### src/rtl/opsel_alu_pkg.sv
package opsel_alu_pkg;

    // Operation codes: most significant bit first, decoded by the top mux.
    typedef enum logic [2:0] {
        OP_DIFF   = 3'b000,
        OP_SUM    = 3'b001,
        OP_MUL8   = 3'b010,
        OP_DIV8   = 3'b011,
        OP_NAND   = 3'b100,
        OP_XOR    = 3'b101,
        OP_MIRROR = 3'b110,
        OP_INVERT = 3'b111
    } alu_op_e;

    localparam int unsigned OP_BITS = 3;

endpackage

### src/rtl/opsel_alu_addsub.sv
module opsel_alu_addsub #(
    parameter int unsigned WIDTH = 8
) (
    input  logic [WIDTH-1:0] lhs_i,
    input  logic [WIDTH-1:0] rhs_i,
    input  logic             minus_i,
    output logic [WIDTH-1:0] total_o,
    output logic             cout_o
);

    localparam int unsigned EXT = WIDTH + 1;

    logic [WIDTH-1:0] rhs_eff;
    logic [EXT-1:0]   wide_sum;

    // Subtraction: invert the second operand and inject a carry of one.
    assign rhs_eff  = rhs_i ^ {WIDTH{minus_i}};
    assign wide_sum = EXT'(lhs_i) + EXT'(rhs_eff) + EXT'(minus_i);
    assign total_o  = wide_sum[WIDTH-1:0];
    assign cout_o   = wide_sum[WIDTH];

endmodule

### src/rtl/opsel_alu_bitwise.sv
module opsel_alu_bitwise #(
    parameter int unsigned WIDTH = 8
) (
    input  logic [WIDTH-1:0] lhs_i,
    input  logic [WIDTH-1:0] rhs_i,
    output logic [WIDTH-1:0] nand_o,
    output logic [WIDTH-1:0] xor_o,
    output logic [WIDTH-1:0] inv_o
);

    assign nand_o = ~(lhs_i & rhs_i);
    assign xor_o  = lhs_i ^ rhs_i;
    assign inv_o  = ~lhs_i;

endmodule

### src/rtl/opsel_alu_reshape.sv
module opsel_alu_reshape #(
    parameter int unsigned WIDTH = 8,
    parameter int unsigned SHAMT = 3
) (
    input  logic [WIDTH-1:0] src_i,
    output logic [WIDTH-1:0] up_o,
    output logic [WIDTH-1:0] down_o,
    output logic [WIDTH-1:0] mirror_o
);

    localparam int unsigned KEEP = WIDTH - SHAMT;

    // Fixed logical shifts with zero fill.
    assign up_o   = {src_i[KEEP-1:0], {SHAMT{1'b0}}};
    assign down_o = {{SHAMT{1'b0}}, src_i[WIDTH-1:SHAMT]};

    // Mirror: output bit k takes input bit WIDTH-1-k.
    for (genvar k = 0; k < WIDTH; k++) begin : g_mirror
        assign mirror_o[k] = src_i[WIDTH-1-k];
    end

endmodule

### src/rtl/opsel_alu.sv
module opsel_alu
    import opsel_alu_pkg::*;
#(
    parameter int unsigned WIDTH = 8,
    parameter int unsigned SHAMT = 3
) (
    input  logic [WIDTH-1:0]   opa_i,
    input  logic [WIDTH-1:0]   opb_i,
    input  logic [OP_BITS-1:0] op_sel_i,
    output logic [WIDTH-1:0]   res_o,
    output logic               carry_o
);

    alu_op_e          op;
    logic [WIDTH-1:0] arith_res;
    logic             arith_cout;
    logic [WIDTH-1:0] nand_res;
    logic [WIDTH-1:0] xor_res;
    logic [WIDTH-1:0] inv_res;
    logic [WIDTH-1:0] up_res;
    logic [WIDTH-1:0] down_res;
    logic [WIDTH-1:0] mirror_res;

    assign op = alu_op_e'(op_sel_i);

    opsel_alu_addsub #(.WIDTH(WIDTH)) u_addsub (
        .lhs_i   (opa_i),
        .rhs_i   (opb_i),
        .minus_i (op == OP_DIFF),
        .total_o (arith_res),
        .cout_o  (arith_cout)
    );

    opsel_alu_bitwise #(.WIDTH(WIDTH)) u_bitwise (
        .lhs_i  (opa_i),
        .rhs_i  (opb_i),
        .nand_o (nand_res),
        .xor_o  (xor_res),
        .inv_o  (inv_res)
    );

    opsel_alu_reshape #(.WIDTH(WIDTH), .SHAMT(SHAMT)) u_reshape (
        .src_i    (opa_i),
        .up_o     (up_res),
        .down_o   (down_res),
        .mirror_o (mirror_res)
    );

    always_comb begin
        res_o   = '0;
        carry_o = 1'b0;
        unique case (op)
            OP_DIFF, OP_SUM: begin
                res_o   = arith_res;
                carry_o = arith_cout;
            end
            OP_MUL8:   res_o = up_res;
            OP_DIV8:   res_o = down_res;
            OP_NAND:   res_o = nand_res;
            OP_XOR:    res_o = xor_res;
            OP_MIRROR: res_o = mirror_res;
            OP_INVERT: res_o = inv_res;
            default:   res_o = '0;
        endcase
    end

endmodule

### config.mk
export PLATFORM = sky130hd
export DESIGN_NAME = opsel_alu
export DESIGN_NICKNAME = d
export VERILOG_FILES = /design/src/rtl/opsel_alu_pkg.sv /design/src/rtl/opsel_alu_addsub.sv /design/src/rtl/opsel_alu_bitwise.sv /design/src/rtl/opsel_alu_reshape.sv /design/src/rtl/opsel_alu.sv
export SDC_FILE = /design/constraint.sdc
export NUM_CORES = 1
export LEC_CHECK = 0
export BUFFER_PORTS_ARGS = -buffer_cell sky130_fd_sc_hd__clkbuf_2
export CAP_MARGIN = 20
export CORE_AREA = 2 2 43 49
export DETAILED_ROUTE_END_ITERATION = 8
export DIE_AREA = 0 0 45 51
export MAX_ROUTING_LAYER = met4
export PLACE_DENSITY = 0.85
export RECOVER_POWER = 100
export SYNTH_ARGS = -nofsm -noshare
export SYNTH_HDL_FRONTEND = slang
export SYNTH_SLANG_ARGS = --single-unit
### constraint.sdc
create_clock -name vclk -period 3.34
set_input_delay 0.334 -clock vclk [all_inputs]
set_output_delay 0.334 -clock vclk [all_outputs]
set_load 0.02 [all_outputs]
**After elaboration in Yosys (flattened, before gate mapping)**

Cells that the tools add are included.

- Flip-flop bits (word level): 0
- Output and inout bits: 9

- Add/subtract/negate cells: 2
- Equality and inequality tests: 7
- Multiplexer cells: 2
- Bitwise logic cells: 5
- Reductions and logical operators: 2

Operators by type and width:

| kind | number |
|---|---|
| 8-bit one-hot mux with 7 select lines | 1 |
| 8-bit NOT | 2 |
| 8-bit bitwise XOR | 2 |
| 3-bit == test (second input constant) | 4 |
| 8-bit by 8-bit adder with 9-bit output | 1 |
| 9-bit by 1-bit adder with 9-bit output | 1 |
| 8-bit AND | 1 |
| 3-bit by 2-bit == test with 1-bit output (second input constant) | 2 |
| 3-bit by 1-bit == test with 1-bit output (second input constant) | 1 |
| 3-bit zero test | 1 |
| 2-bit OR reduction | 1 |
| 1-bit 2-to-1 mux | 1 |

**Logic depth before layout (Yosys ltp)**

- Word-level depth: 5
- Depth in mapped cells: 11
- Mapped depth without buffers: 9

**Hierarchy**

From an unflattened synthesis, not the netlist that was laid out.

- Cell total of the unflattened synthesis: 158
- Area total of the unflattened synthesis: 1253.7 um^2

Modules (own cells, without submodules):

| module | times used | cells each | area an instance (um^2) | seq. area each (um^2) |
|---|---|---|---|---|
| opsel_alu | 1 | 61 | 511.7 | 0.0 |
| opsel_alu_addsub | 1 | 48 | 397.9 | 0.0 |
| opsel_alu_reshape | 1 | 25 | 183.9 | 0.0 |
| opsel_alu_bitwise | 1 | 24 | 160.2 | 0.0 |

**Least setup slack after synthesis**

No wires, ideal clock.

- Path type: in2out
- Start: input port op_sel_i[2]
- End: output port res_o[5]
- Arrival time: 2.984 ns
- Required time: 3.006 ns
- Setup slack: 0.022 ns
- Stages: 11
- Buffers on the path: 2
- Path through: buf_4 or2_2 clkbuf_1 nor2_4 xor2_1 ha_1 and3_1 a2111oi_2 o21ai_1 xnor2_1 o21ai_0

- Cells in the longest elaborated chain, start to end: 5

RTL lines:

| element | line | text |
|---|---|---|
| from (decl) | opsel_alu.sv:9 | `input logic [OP_BITS-1:0] op_sel_i,` |
| 3-bit zero test | opsel_alu.sv:29, opsel_alu.sv:52 |  |
| 8-bit bitwise XOR | opsel_alu_addsub.sv:17 | `assign rhs_eff = rhs_i ^ {WIDTH{minus_i}};` |
| 8-bit by 8-bit adder with 9-bit output | opsel_alu_addsub.sv:18 | `assign wide_sum = EXT'(lhs_i) + EXT'(rhs_eff) + EXT'(minus_i);` |
| 9-bit by 1-bit adder with 9-bit output | opsel_alu_addsub.sv:18 |  |
| 8-bit one-hot mux with 7 select lines (*) | opsel_alu.sv:52 | `unique case (op)` |
| to (decl) | opsel_alu.sv:10 | `output logic [WIDTH-1:0] res_o,` |

Mark *: on every way between the ends. The rest lies on a longest branch, timed or not.

**Final worst setup path**

- Start: input port op_sel_i[2]
- End: output port res_o[6]

Same word-level chain as after synthesis.

==> impl_summary.md <==
STA
The minimum clock period after layout is 3.14 ns. The final-report hold violation count was 0. The setup violation total in the final timing report is 0. After routing, the total negative slack on setup checks comes to 0 ns. Setup repair after global routing left no endpoint under its margin. The top achievable clock speed is 318 MHz.

The share of the clock period used by the worst path after layout is 94.1%. At the pin with the least slew margin, the transition time is 0.419 ns. The total count of max-transition violations in the final report is 0.

The worst slew margin relative to its limit is 71.7%.

Layout
Of the cells placed in the final design, the portion with a size suffix greater than 1 is 22.6%. Leaving out filler cells and counting taps, the final layout contains 174. The most common cell after layout, fill and taps aside is clkbuf_2. Counting the fill cells in the layout gives 181.

The net count of the finished layout is 193. The fraction of the core area covered by cells at the end of the flow is 59.0%. Compared with the post-synthesis result, the final layout area differs by 14.4%. The number of diodes is 0. The number of sequential cells in the layout is 0.

Leaving out fill and tap cells, the most frequent cells in the layout are 23 x clkbuf_2, 18 x nand2_1, 16 x ha_1, 14 x o21ai_0, 12 x a21oi_1. The area occupied by registers is 0 um^2. Counting the clock-network buffers in the layout gives 0.

Run
The tool flagged a number of max-cap violations equal to 0.

Route
The routed layout has 1053 vias. The average via count per standard cell is 6.05. In the final routed layout, each cell accounts on average for 13.6 um. The first TritonRoute pass finished after 4 iterations. After detailed routing, the number of remaining DRC violations is 0.

The iteration-0 DRC count of the detailed router is 16. The routed wire length is 2370 um. The number of antenna-violating nets in the routed design is 0.

Pwr
Total power for the finished layout comes to 0.000203 W. In this run the power density over the cells is 184 nW/um^2. For this design the static power due to leakage is 0.529 nW. VDD sags by at most 0.0000740 V.

Floorplan
The placement row count is 17. The area of the die is 2300 um^2. The die boundary height is 51 um.

The number of placed I/O pins is 28. The core area is 1870 um^2. The initial cell density of the core is 51.5%. The x dimension of the die is 45 um.

Worst setup path
In this run the number of cells on the critical path is 12. The signal on the critical path passes through clkbuf_1, or2_2, nor2_4, clkbuf_2, xor2_1, ha_1, a21o_1, a21oi_1, o21ai_0, xnor2_1, o221ai_1, clkbuf_2. On the critical path the largest part of the delay comes from compound AO/OA/AOI/OAI gates.

The data arrival time of the worst path is 2.81 ns. The number of buffers and inverters on the critical path is 3. At the worst endpoint, the required time is 3.01 ns. The cell occurring most often along the worst timing path is clkbuf_2.

The type of origin of the critical path is a primary input. The slowest cell on the critical path is or2_2. The stage delay of the slowest cell on the critical path is 0.38 ns. The endpoint kind of the worst setup timing path is an output pin. In this run the worst path has a maximum fanout of 6. The setup path with the least slack is of type in2out.

Synth
The synthesized-area fraction occupied by adder cells is 22.8%. Counting every instance in the synthesized netlist gives 131. The synthesized netlist net count is 167. In this run the mean area of a mapped cell was 7.36 um^2. The share of cell area taken by muxes after synthesis is 6.74%. The fraction of the mapped netlist area in compound gates is 31.4%. The biggest area contributor in the post-synthesis netlist is ha_1. By area, the combinational part of the netlist is dominated by compound AO/OA/AOI/OAI gates. The synthesized-area fraction occupied by xor and xnor cells is 10.9%. The sequential element share of the synthesized area is 0%.

For this run, the number of Yosys warnings is 0. Summing every instance area after synthesis gives 965 um^2. The area fraction of the dominant cell type after synthesis is 20.8%. After Yosys synthesis, and, or, nand and nor cells account for 20.8% of the synthesized area. The netlist uses 41 different library cells. After synthesis, the cell types taking the most area are ha_1 21%, xor2_1 8.2%, o21ai_0 7.3%.

Placement
The count of buffers inserted at the top-level ports is 28. Detailed placement ended at an HPWL of 1950 um. The congestion estimate from routability-driven global placement came to 0.866.

After detailed placement, the design holds a cell count of 174.

Global route
The first global-routing pass estimated 3930 um of wire. For this run, the total global-route usage over all layers was measured as 22.0%. The number of antenna violations at the first check in global routing is 0.

The number of global-route vias before repair is 971. After global routing the overflow that remains totals 0. Entering global routing, the biggest net connects 28 pins.

Run status
The flow ran to the end, and the final reports show no timing, DRC or antenna violations.

Worst hold path
The type of the most critical hold path is in2out. The worst hold path depth is 4.

Clock network
After clock tree synthesis, the flow added hold-fix buffers numbering 0. The number of resized instances in the post-cts repair step is 0. Post-CTS timing repair inserted 0 buffers for setup.
==> synthesized netlist by cell type, drive strengths merged (2+ instances only) <==
library cell and instances:
nand2 18, ha 16, o21ai 15, a21oi 12
xor2 9, nor2 7, clkbuf 6, inv 5
nor2b 4, a21o 3, buf 3, xnor2 3
a22oi 2, mux2i 2, mux4 2, nand2b 2
o221ai 2
==> per-layer routing <==
layer / global-route usage (%) / vias to the layer above / wire length [um]
met4: 3.43 / 0 / 0
met3: 0.353 / 0 / 129
met1: 26.8 / 487 / 992
li1: - / 532 / -
met5: - / - / 0
met2: 40.2 / 34 / 1250
==> tightest hold or removal path, delay by kind of cell <==
kind	cells	cell delay, ns
AO/OA/AOI/OAI	2	0.15
buffers and inverters	2	0.35
==> power by group <==
group	switching (W)	leakage [nW]	internal (W)
Clock	0	0	0
Combinational	0.000119	0.529	0.0000841
Sequential	0	0	0
==> stage by stage <==
step / setup slack, ns / area, um^2 / hold slack (ns)
after floorplan: 0.0223 / 965 / 0.942
after global placement: 0.276 / 1110 / 1.14
after detailed placement: 0.215 / 1110 / 1.11
after CTS: 0.202 / 1110 / 1.11
after global routing: 0.0484 / 1100 / 1.22
final: 0.196 / 1100 / 1.17
==> kinds of logic (layout without fill, tap and decap cells) <==
kind of cell | count (synthesis) | after routing
buffers and inverters | 14 | 38
muxes | 4 | 4
xor gates and xnor gates | 12 | 12
adders and majority gates | 17 | 17
and+or+nand+nor | 38 | 38
AOI/OAI and AO/OA | 46 | 46
==> layout make-up <==
| class | instances | area (um^2) | area share [%] |
|---|---|---|---|
| multi-input cells | 117 | 893 | 81.0 |
| repair buffers | 33 | 168 | 15.2 |
| well taps | 19 | 23.8 | 2.15 |
| inverters | 5 | 18.8 | 1.70 |
==> final timing paths <==
| kind | startpoint | to | slack, ns |
|---|---|---|---|
| worst max-delay path | op_sel_i[2] | res_o[6] | 0.20 |
| worst min-delay path | opa_i[2] | res_o[5] | 1.17 |
Note: power is estimated with default switching activity, not from simulation.
